File: src/rtl/ebc_pkg.sv
package ebc_pkg;

  typedef enum logic [1:0] {
    K_FETCH = 2'b00,
    K_READ  = 2'b01,
    K_WRITE = 2'b10,
    K_RSVD  = 2'b11
  } acc_kind_e;

  typedef enum logic [1:0] {
    PH_IDLE,
    PH_ALE,
    PH_STRB,
    PH_DONE
  } bus_phase_e;

  // Strobe lane numbering used by the output stage.
  localparam int LANE_PSEN = 0;
  localparam int LANE_RD   = 1;
  localparam int LANE_WR   = 2;
  localparam int NUM_LANES = 3;

  function automatic int lane_of(input acc_kind_e k);
    case (k)
      K_FETCH: return LANE_PSEN;
      K_WRITE: return LANE_WR;
      default: return LANE_RD;
    endcase
  endfunction

endpackage

File: src/rtl/ebc_cfg_sel.sv
module ebc_cfg_sel #(
  parameter int REGION_W = 8,
  parameter int WS_W = 2,
  parameter logic [REGION_W-1:0] REGION_ALT = 8'h01,
  parameter int ALE_SHORT = 1,
  parameter int ALE_LONG = 3,
  parameter int CNT_W = 3
) (
  input  logic [REGION_W-1:0] region,
  input  logic                ale_ext_n,
  input  logic [WS_W-1:0]     ws_main,
  input  logic [WS_W-1:0]     ws_alt,
  output logic [CNT_W-1:0]    ale_len,
  output logic [CNT_W-1:0]    wait_cnt,
  output logic                ale_long
);

  logic [WS_W-1:0] field;

  always_comb begin
    field    = (region == REGION_ALT) ? ws_alt : ws_main;
    wait_cnt = {{(CNT_W-WS_W){1'b0}}, ~field};
    ale_long = ~ale_ext_n;
    ale_len  = ale_long ? CNT_W'(ALE_LONG) : CNT_W'(ALE_SHORT);
  end

endmodule

File: src/rtl/ebc_cfg_hold.sv
module ebc_cfg_hold
  import ebc_pkg::*;
#(
  parameter int CNT_W = 3
) (
  input  logic             clk,
  input  logic             rst_n,
  input  logic             accept,
  input  acc_kind_e        kind_d,
  input  logic [CNT_W-1:0] wait_d,
  input  logic             long_d,
  output acc_kind_e        kind_q,
  output logic [CNT_W-1:0] wait_q,
  output logic             long_q
);

  always_ff @(posedge clk or negedge rst_n) begin
    if (!rst_n) begin
      kind_q <= K_READ;
      wait_q <= '0;
      long_q <= 1'b0;
    end else if (accept) begin
      kind_q <= kind_d;
      wait_q <= wait_d;
      long_q <= long_d;
    end
  end

  assert_cfg_frozen_R9: assert property (@(posedge clk) disable iff (!rst_n)
    !accept |=> ($stable(kind_q) && $stable(wait_q) && $stable(long_q)));

endmodule

File: src/rtl/ebc_seq.sv
module ebc_seq
  import ebc_pkg::*;
#(
  parameter int CNT_W = 3
) (
  input  logic             clk,
  input  logic             rst_n,
  input  logic             req_valid,
  input  logic [CNT_W-1:0] ale_len_d,
  input  logic [CNT_W-1:0] wait_q,
  output bus_phase_e       phase,
  output logic             accept,
  output logic             busy
);

  logic [CNT_W-1:0] cnt;

  assign busy   = (phase != PH_IDLE);
  assign accept = req_valid && !busy;

  always_ff @(posedge clk or negedge rst_n) begin
    if (!rst_n) begin
      phase <= PH_IDLE;
      cnt   <= '0;
    end else begin
      case (phase)
        PH_IDLE: if (accept) begin
          phase <= PH_ALE;
          cnt   <= ale_len_d - 1'b1;
        end
        PH_ALE: if (cnt == '0) begin
          phase <= PH_STRB;
          cnt   <= wait_q;
        end else begin
          cnt <= cnt - 1'b1;
        end
        PH_STRB: if (cnt == '0) begin
          phase <= PH_DONE;
        end else begin
          cnt <= cnt - 1'b1;
        end
        default: phase <= PH_IDLE;
      endcase
    end
  end

  assert_start_needs_valid_R8: assert property (@(posedge clk) disable iff (!rst_n)
    $rose(busy) |-> $past(req_valid));

  assert_done_returns_idle_R7: assert property (@(posedge clk) disable iff (!rst_n)
    (phase == PH_DONE) |=> !busy);

endmodule

File: src/rtl/ebc_strobe_out.sv
module ebc_strobe_out
  import ebc_pkg::*;
(
  input  bus_phase_e phase,
  input  acc_kind_e  kind_q,
  output logic       ale,
  output logic       rd_n,
  output logic       wr_n,
  output logic       psen_n,
  output logic       done
);

  logic [NUM_LANES-1:0] lane_n;
  int                   sel;

  assign sel = lane_of(kind_q);

  for (genvar i = 0; i < NUM_LANES; i++) begin : g_lane
    assign lane_n[i] = !((phase == PH_STRB) && (sel == i));
  end

  assign ale    = (phase == PH_ALE);
  assign done   = (phase == PH_DONE);
  assign psen_n = lane_n[LANE_PSEN];
  assign rd_n   = lane_n[LANE_RD];
  assign wr_n   = lane_n[LANE_WR];

  always_comb begin
    assert_single_strobe_R5: assert ($countones(~lane_n) <= 1);
  end

endmodule

File: src/rtl/ebus_cycle_ctrl.sv
module ebus_cycle_ctrl
  import ebc_pkg::*;
#(
  parameter int REGION_W = 8,
  parameter int WS_W = 2,
  parameter logic [REGION_W-1:0] REGION_ALT = 8'h01,
  parameter int ALE_SHORT = 1,
  parameter int ALE_LONG = 3
) (
  input  logic                clk,
  input  logic                rst_n,
  input  logic                req_valid,
  output logic                req_ready,
  input  logic [1:0]          req_kind,
  input  logic [REGION_W-1:0] req_region,
  input  logic                cfg_ale_ext_n,
  input  logic [WS_W-1:0]     cfg_wsa,
  input  logic [WS_W-1:0]     cfg_wsb,
  output logic                ale,
  output logic                rd_n,
  output logic                wr_n,
  output logic                psen_n,
  output logic                busy,
  output logic                done
);

  localparam int MAX_WS  = (1 << WS_W) - 1;
  localparam int MAX_LEN = (ALE_LONG > MAX_WS) ? ALE_LONG : MAX_WS;
  localparam int CNT_W   = $clog2(MAX_LEN + 1) + 1;

  logic [CNT_W-1:0] ale_len_d, wait_d, wait_q;
  logic             long_d, long_q, accept;
  acc_kind_e        kind_q;
  bus_phase_e       phase;

  ebc_cfg_sel #(
    .REGION_W(REGION_W), .WS_W(WS_W), .REGION_ALT(REGION_ALT),
    .ALE_SHORT(ALE_SHORT), .ALE_LONG(ALE_LONG), .CNT_W(CNT_W)
  ) u_sel (
    .region(req_region), .ale_ext_n(cfg_ale_ext_n),
    .ws_main(cfg_wsa), .ws_alt(cfg_wsb),
    .ale_len(ale_len_d), .wait_cnt(wait_d), .ale_long(long_d)
  );

  ebc_cfg_hold #(.CNT_W(CNT_W)) u_hold (
    .clk(clk), .rst_n(rst_n), .accept(accept),
    .kind_d(acc_kind_e'(req_kind)), .wait_d(wait_d), .long_d(long_d),
    .kind_q(kind_q), .wait_q(wait_q), .long_q(long_q)
  );

  ebc_seq #(.CNT_W(CNT_W)) u_seq (
    .clk(clk), .rst_n(rst_n), .req_valid(req_valid),
    .ale_len_d(ale_len_d), .wait_q(wait_q),
    .phase(phase), .accept(accept), .busy(busy)
  );

  ebc_strobe_out u_out (
    .phase(phase), .kind_q(kind_q),
    .ale(ale), .rd_n(rd_n), .wr_n(wr_n), .psen_n(psen_n), .done(done)
  );

  assign req_ready = !busy;

  logic strobe_on;
  assign strobe_on = !(rd_n && wr_n && psen_n);

  assert_ale_excl_strobe_R6: assert property (@(posedge clk) disable iff (!rst_n)
    !(ale && strobe_on));

  assert_strobe_follows_ale_R6: assert property (@(posedge clk) disable iff (!rst_n)
    $rose(strobe_on) |-> $past(ale));

  assert_done_after_strobe_R7: assert property (@(posedge clk) disable iff (!rst_n)
    done |-> ($past(strobe_on) && !strobe_on));

  assert_idle_quiet_R10: assert property (@(posedge clk) disable iff (!rst_n)
    !busy |-> (!ale && !strobe_on && !done));

  assert_ale_long_R2: assert property (@(posedge clk) disable iff (!rst_n)
    ($fell(ale) && long_q) |-> ($past(ale, 2) && $past(ale, 3)));

  assert_ale_short_R2: assert property (@(posedge clk) disable iff (!rst_n)
    ($fell(ale) && !long_q) |-> !$past(ale, 2));

endmodule

File: config.mk
export PLATFORM = sky130hd
export DESIGN_NAME = ebus_cycle_ctrl
export DESIGN_NICKNAME = d
export VERILOG_FILES = /design/src/rtl/ebc_pkg.sv /design/src/rtl/ebc_cfg_sel.sv /design/src/rtl/ebc_cfg_hold.sv /design/src/rtl/ebc_seq.sv /design/src/rtl/ebc_strobe_out.sv /design/src/rtl/ebus_cycle_ctrl.sv
export SDC_FILE = /design/constraint.sdc
export NUM_CORES = 1
export LEC_CHECK = 0
export ABC_AREA = 1
export BUFFER_PORTS_ARGS = -buffer_cell sky130_fd_sc_hd__buf_2
export CAP_MARGIN = 20
export CORE_UTILIZATION = 47
export CTS_CLUSTER_DIAMETER = 200
export DETAILED_ROUTE_END_ITERATION = 6
export PLACE_DENSITY = 0.77
export REMOVE_ABC_BUFFERS = 1
export SETUP_SLACK_MARGIN = 0.15
export SKIP_CTS_REPAIR_TIMING = 1
export SYNTH_ARGS = -nofsm -noshare
export SYNTH_HDL_FRONTEND = slang
export SYNTH_SLANG_ARGS = --single-unit
export TNS_END_PERCENT = 1
File: constraint.sdc
create_clock -name clk -period 1.7 [get_ports clk]
set_clock_uncertainty 0.2 [all_clocks]
set_input_delay 0.085 -clock clk [delete_from_list [all_inputs] [get_ports clk]]
set_output_delay 0.085 -clock clk [all_outputs]
set_load 0.05 [all_outputs]
==> results.cfg, run 1 <==
[status]
run_status = finished with violations
violations = negative hold slack

[worst_setup_path]
path_depth = 4
critical_path_arrival_ns = 1.24
critPathMaxStageDelay_ns = 0.46
required_ns = 1.41
crit_path_cell_trace = inv_4 -> ha_4 -> nand2_1 -> buf_4
path_delay_family = flip-flops
crit_slowest_cell = dfrtp_2
critPathKind = register to output port
crit_fanout = 7
path_buf_inv = 2
r2r_cells = 7
r2r-start = u_seq.phase[1]
start_kind = register
endpoint_kind = output port
crit_path_start = u_seq.phase[0]

[timing]
hold_viol_final = 4
drv_slew = 0
rsz0062_at_grt = yes
min_period_over_period = 0.900
fmax_ghz = 0.654
tightest_slew_ns = 0.247
finalSetupViolCount = 0
fin_tns_setup_ns = 0
holdWs_ns = -0.0118
slew_headroom = 0.836
fin_crit_ns = 1.53

[logic_synthesis]
postSynthCellCount = 104
syn-cell-area_um2 = 696
ys.flop_type = dfrtp_1
synth_area_leaders = dfrtp_1 (29%), nand2_1 (18%), ha_1 (13%)
synth_edf_count = 0
netlist.area_leader.share = 0.288
async_reset_ff_frac = 1.00
yosysWarningCount = 0
ys_types = 16
avgSynthCellArea_um2 = 6.69
yosysMostFrequentCell = nand2_1
synthTopCellsByCount = nand2_1 (33), inv_1 (23), nand3_1 (10)
ys_ff_latch = 9
synth_area_leader_cell = dfrtp_1
ys_seq_area_frac = 0.326

[layout]
diodes = 0
drive_gt1_frac = 0.326
nets = 167
final-seq-area_um2 = 229
multi_input_area_um2 = 418
syn_to_final_growth_pct = 46.6
layoutNonFillerInstCount = 156
fillers = 97
final_area_mm2 = 0.00102
final_util = 0.765

[power]
p_leak_uw = 0.000589
power_density_mw_per_mm2 = 1900
ir_drop_v = 0.000822

[floorplanning]
num_rows = 13
design.core.area_mm2 = 0.00133
die_w_um = 40.5
initial_utilization = 0.522
die_area_mm2 = 0.00164
ios = 25
die_h_um = 40.5

[global_route]
grt_max_degree = 10
grt_antenna_before_repair = 0
grt.overflow.total = 0
grt_use_total = 0.202
grt_pass1_wl_um = 2150
grt_pass1_vias = 569

[min_path]
min_path_cells = 4
worstHoldStart = req_valid
hp-class = input pin to register

[clocking]
root_buffer = clkbuf_4
htree_levels = 1
clk_path_buf_depth = 2
cts_made_buffers = 3
cts_tree = built
clock-sinks = 9
clkSlewWorstSetupHoldPaths_ns = 0.06
insertion_delay_ns = 0.26

[detailed_routing]
vias = 728
drt-pass1-iter-count = 4
wl_per_cell_um = 9.82
drt_iter0_markers = 13
drc = 0
ant_nets = 0
routed_wl_um = 1530
avgViaCountPerCell = 4.67

[placed_design]
place_congestion = 0.777
port_buffers = 24
placed_cells = 143
post-dp-hpwl_um = 1070
place_area_um2 = 835

[run]
drv_cap = 0
[placed cells by master, fill, tap and decap left out, types with 3 or more instances in the layout]
cell / Yosys / layout
buf_2: 0 / 18
buf_4: 0 / 4
buf_6: 0 / 3
clkbuf_4: 0 / 4
dfrtp_1: 8 / 6
dlygate4sd3_1: 0 / 7
ha_1: 7 / 4
ha_4: 0 / 3
inv_1: 23 / 21
inv_2: 2 / 3
nand2_1: 33 / 33
nand2_2: 3 / 3
nand3_1: 10 / 9
nor2_1: 8 / 8
[power by group]
| group | total, uW | switching [uW] | leakage [uW] | internal, uW |
|---|---|---|---|---|
| sequential | 427 | 96.7 | 0.000109 | 330 |
| clock | 169 | 78.0 | 0.0000150 | 90.7 |
| combinational | 1340 | 812 | 0.000466 | 525 |
[worst reg2reg max path, delay by kind of cell (launching register included)]
kind,cells,cell delay (ns)
DFF,1,0.43
AOI/OAI and AO/OA,1,0.06
and+or+nand+nor,4,0.44
adders and majority gates,1,0.18
buffers and inverters,1,0.08
[flip-flops by register name, summed over array words and instances (netlist names)]
signal and flops:
u_hold.kind_q 2, u_seq.phase 2, u_seq.cnt 3, u_hold.wait_q 2
[stage by stage]
step / power, uW / worst slack (ns)
after floorplan: 1330 / -0.0913
after global placement: 1530 / 0.143
after detailed placement: 1540 / 0.113
after CTS: 1720 / -0.000985
after global routing: 2130 / 0.124
final: 1930 / 0.170
[per-layer routing]
layer  up-vias  GRT usage  share of wire  routed length (um)
met3         0      0.100          0.044                  68
met5         -          0              0                   0
met4         0          0              0                   0
met1       327      0.226           0.43                 666
met2        19      0.361           0.52                 797
li1        382          -              -                   -
[layout make-up]
| cell class | count | share of cell area |
|---|---|---|
| clock buffers | 4 | 0.0258 |
| inverters | 25 | 0.0945 |
| multi-input cells | 70 | 0.410 |
| flip-flops and latches | 9 | 0.225 |
| well taps | 15 | 0.0184 |
| repair buffers | 33 | 0.227 |
[worst paths after layout]
kind / slack (ns) / end
setup / recovery: 0.17 / rd_n
hold / removal: -0.01 / u_hold.kind_q[1]
setup reg to reg: 0.19 / u_seq.phase[1]
hold reg to reg: 0.28 / u_seq.cnt[0]
max in group asynchronous: 1.05 / u_hold.kind_q[0]
min in group asynchronous: 0 / u_seq.cnt[2]
[logic make-up (layout without fill, tap and decap cells)]
kind of cell / after synthesis / after routing / synth area share
simple gates: 57 / 57 / 0.363
flops: 9 / 9 / 0.326
buf+inv: 25 / 62 / 0.135
fa+ha+maj: 7 / 7 / 0.126
compound gates: 6 / 6 / 0.0503
Note: power is estimated with default switching activity, not from simulation.
==> run 2, diff against run 1 <==
- CORE_UTILIZATION: 47 -> 30
- PLACE_DENSITY: 0.77 -> 0.54
==> results.cfg, run 2 (synthesized netlist as in run 1, its figures left out) <==
[timing]
drv_slew = 0
holdWs_ns = -0.00155
fin_tns_setup_ns = 0
hold_viol_final = 3
min_period_over_period = 0.922
slew_headroom = 0.836
fmax_ghz = 0.638
fin_crit_ns = 1.57
finalSetupViolCount = 0
tightest_slew_ns = 0.248
rsz0062_at_grt = yes

[global_route]
grt_use_total = 0.126
use_met2 = 0.216
grtUsageMet3 = 0.00909
grt_pass1_vias = 627
grt_antenna_before_repair = 0
grt_max_degree = 10
grt-busiest-layer = met2
grtUsageMet1 = 0.154
grt.overflow.total = 0
grt_pass1_wl_um = 2420

[clocking]
clkSlewWorstSetupHoldPaths_ns = 0.07
clk_path_buf_depth = 2
htree_levels = 1
cts_tree = built
clock-sinks = 9
insertion_delay_ns = 0.26
root_buffer = clkbuf_4
cts_made_buffers = 3

[floorplanning]
die_w_um = 50.2
ios = 25
design.core.area_mm2 = 0.00219
die_area_mm2 = 0.00252
initial_utilization = 0.318
num_rows = 17
die_h_um = 50.2

[layout]
final_common_cell = nand2_1
regMostFlops = u_seq.cnt
mostFrequentLayoutCells = nand2_1 (33), inv_1 (21), buf_2 (20)
syn_to_final_growth_pct = 45.0
nets = 167
largest_reg_flops = 3
drive_gt1_frac = 0.312
layoutNonFillerInstCount = 169
diodes = 0

[placed_design]
placed_cells = 156
place_congestion = 0.793
post-dp-hpwl_um = 1130
port_buffers = 24

[worst_setup_path]
path_delay_family = flip-flops
critical_path_arrival_ns = 1.28
critPathMaxStageDelay_ns = 0.40
path_buf_inv = 2
critPathKind = register to output port
crit_fanout = 7
crit_path_cell_trace = buf_4 -> ha_4 -> nand2_1 -> buf_2
endpoint_kind = output port
start_kind = register
required_ns = 1.41
r2r-start = u_seq.phase[1]
crit_path_start = u_seq.phase[1]
crit_slowest_cell = dfrtp_1

[detailed_routing]
ant_nets = 0
drt_iter0_markers = 0
vias = 709
drc = 0
avgViaCountPerCell = 4.20
wl_per_cell_um = 9.11
routed_wl_um = 1540
drt-pass1-iter-count = 1

[power]
p_leak_uw = 0.000581
power_density_mw_per_mm2 = 1870
ir_drop_v = 0.00104

[status]
violations = negative hold slack
run_status = finished with violations

[min_path]
hp-class = input pin to asynchronous set/reset pin

[run]
drv_cap = 0
run 2: worst paths after layout:
check,end,slack [ns],depth (start not counted)
min in group clk,u_hold.wait_q[0],0,4
max,rd_n,0.13,4
min reg2reg,u_hold.wait_q[1],0.27,2
max in group asynchronous,u_hold.kind_q[0],1.04,2
max reg2reg,u_seq.phase[1],0.17,7
min,u_seq.cnt[2],-0.002,2
run 2: report_power, final:
| group | internal [uW] | switching, uW | total, uW |
|---|---|---|---|
| Combinational | 494 | 832 | 1330 |
| Clock | 90.3 | 74.3 | 165 |
| Sequential | 328 | 71.5 | 400 |
| Total | 912 | 978 | 1890 |
run 2: per-layer routing:
layer  routed length (um)  part of all wire
met5                    0                 0
met4                   12            0.0078
met3                   45             0.029
met2                  803              0.52
met1                  678              0.44
run 2: layout make-up:
| class | count | area [um^2] |
|---|---|---|
| clock buffers | 4 | 26.3 |
| fillers | 257 | 1180 |
| inverters | 25 | 93.8 |
| multi-input cells | 70 | 410 |
| flip-flops and latches | 9 | 228 |
| well taps | 28 | 35.0 |
| repair buffers | 33 | 215 |
run 2: per-stage QoR:
stage / instance area (um^2) / setup slack (ns) / util / hold WS (ns) / total power [uW]
floorplan: 696 / -0.0913 / - / -0.411 / 1330
global placement: 851 / 0.119 / 0.388 / -0.252 / 1550
detailed placement: 851 / 0.0945 / 0.388 / -0.253 / 1560
CTS: 877 / -0.00429 / 0.400 / -0.534 / 1730
global route: 1010 / 0.0691 / 0.460 / 0.0138 / 2100
finish: 1010 / 0.133 / 0.460 / -0.00155 / 1890
==> run 3, diff against run 2 <==
- clock period: 1.7 -> 2 ns (I/O delays scaled with it)
==> results.cfg, run 3 (synthesized netlist as in run 1, its figures left out) <==
[status]
run_status = finished, final reports clean

[layout]
largest_reg_flops = 3
nets = 165
mostFrequentLayoutCells = nand2_1 (33), inv_1 (23), buf_2 (23)
layoutNonFillerInstCount = 167
regMostFlops = u_seq.cnt
syn_to_final_growth_pct = 36.5
final_common_cell = nand2_1
drive_gt1_frac = 0.259
final_area_um2 = 950
fillers = 262
diodes = 0

[clocking]
clk_path_buf_depth = 2
htree_levels = 1
root_buffer = clkbuf_4
insertion_delay_ns = 0.25
cts_tree = built
cts_made_buffers = 3
clkSlewWorstSetupHoldPaths_ns = 0.06
clock-sinks = 9

[timing]
drv_slew = 0
setup_ws_ns = 0.310
min_period_over_period = 0.845
rsz0062_at_grt = no
hold_viol_final = 0
tightest_slew_ns = 0.254
fin_crit_ns = 1.69
slew_headroom = 0.832
fmax_ghz = 0.592
finalSetupViolCount = 0
fin_tns_setup_ns = 0

[placed_design]
place_area_um2 = 851
placed_cells = 156
place_congestion = 0.777
place_ws_ns = 0.393
post-dp-hpwl_um = 1150
port_buffers = 24

[worst_setup_path]
path_buf_inv = 2
crit_path_cell_trace = inv_1 -> ha_1 -> nand2_1 -> buf_2
start_kind = register
critPathKind = register to output port
r2r_setup_slack_ns = 0.40
crit_fanout = 7
endpoint_kind = output port
crit_slowest_cell = dfrtp_1
required_ns = 1.70
path_delay_family = flip-flops
critical_path_arrival_ns = 1.39
critPathMaxStageDelay_ns = 0.42

[detailed_routing]
wl_per_cell_um = 9.16
ant_nets = 0
avgViaCountPerCell = 4.16
drt_iter0_markers = 4
drt-pass1-iter-count = 2
vias = 694
routed_wl_um = 1530
drc = 0

[floorplanning]
die_area_mm2 = 0.00252
num_rows = 17
die_h_um = 50.2
initial_utilization = 0.318
design.core.area_mm2 = 0.00219
die_w_um = 50.2
ios = 25

[min_path]
hp-class = input pin to register

[power]
ir_drop_v = 0.000826
p_leak_uw = 0.000572
power_density_mw_per_mm2 = 1540

[global_route]
grt_pass1_wl_um = 2440
grt_use_total = 0.128
grt.overflow.total = 0
grt_max_degree = 10
grt_antenna_before_repair = 0
grt_pass1_vias = 618

[run]
drv_cap = 0
[run 3: final timing paths]
kind	startpoint	end	depth (start not counted)
max	u_seq.phase[0]	psen_n	4
min	req_valid	u_hold.wait_q[1]	4
max reg2reg	u_seq.phase[0]	u_seq.phase[0]	7
min reg2reg	u_seq.cnt[0]	u_seq.cnt[0]	2
max in group asynchronous	rst_n	u_hold.kind_q[0]	2
min in group asynchronous	rst_n	u_seq.phase[1]	2
[run 3: area by class of cell]
cell class | count | area [um^2] | share of cell area
tap | 28 | 35.0 | 0.0369
sequential | 9 | 226 | 0.238
timing repair buffer | 31 | 193 | 0.203
multi-input combinational | 70 | 375 | 0.395
clock buffer | 4 | 26.3 | 0.0277
inverter | 25 | 93.8 | 0.0988
[run 3: worst reg2reg max path, cell delays in order, from the launching register on]
cell	delay [ns]
dfrtp_1	0.42
inv_1	0.08
ha_1	0.29
or2_4	0.27
nand2_2	0.06
nand2_2	0.06
nand2_1	0.05
o21ai_1	0.06
[run 3: routing by layer]
layer / vias up / global-route usage / wire length [um]
met3: 2 / 0.00909 / 55
met5: - / 0 / 0
met2: 20 / 0.231 / 844
met1: 294 / 0.146 / 614
met4: 0 / 0.0714 / 16
li1: 378 / - / -
[run 3: through the flow]
stage	util	hold WS (ns)	power (uW)
floorplan	-	-0.396	1130
global placement	0.388	-0.234	1320
detailed placement	0.388	-0.231	1330
CTS	0.400	-0.512	1470
global route	0.433	0.0412	1640
finish	0.433	0.00308	1460
[run 3: where the power goes]
group          internal (uW)  total (uW)  switching (uW)
logic                    328         984             656
registers                277         340            62.8
clock network           76.7         136            59.8
total                    681        1460             778
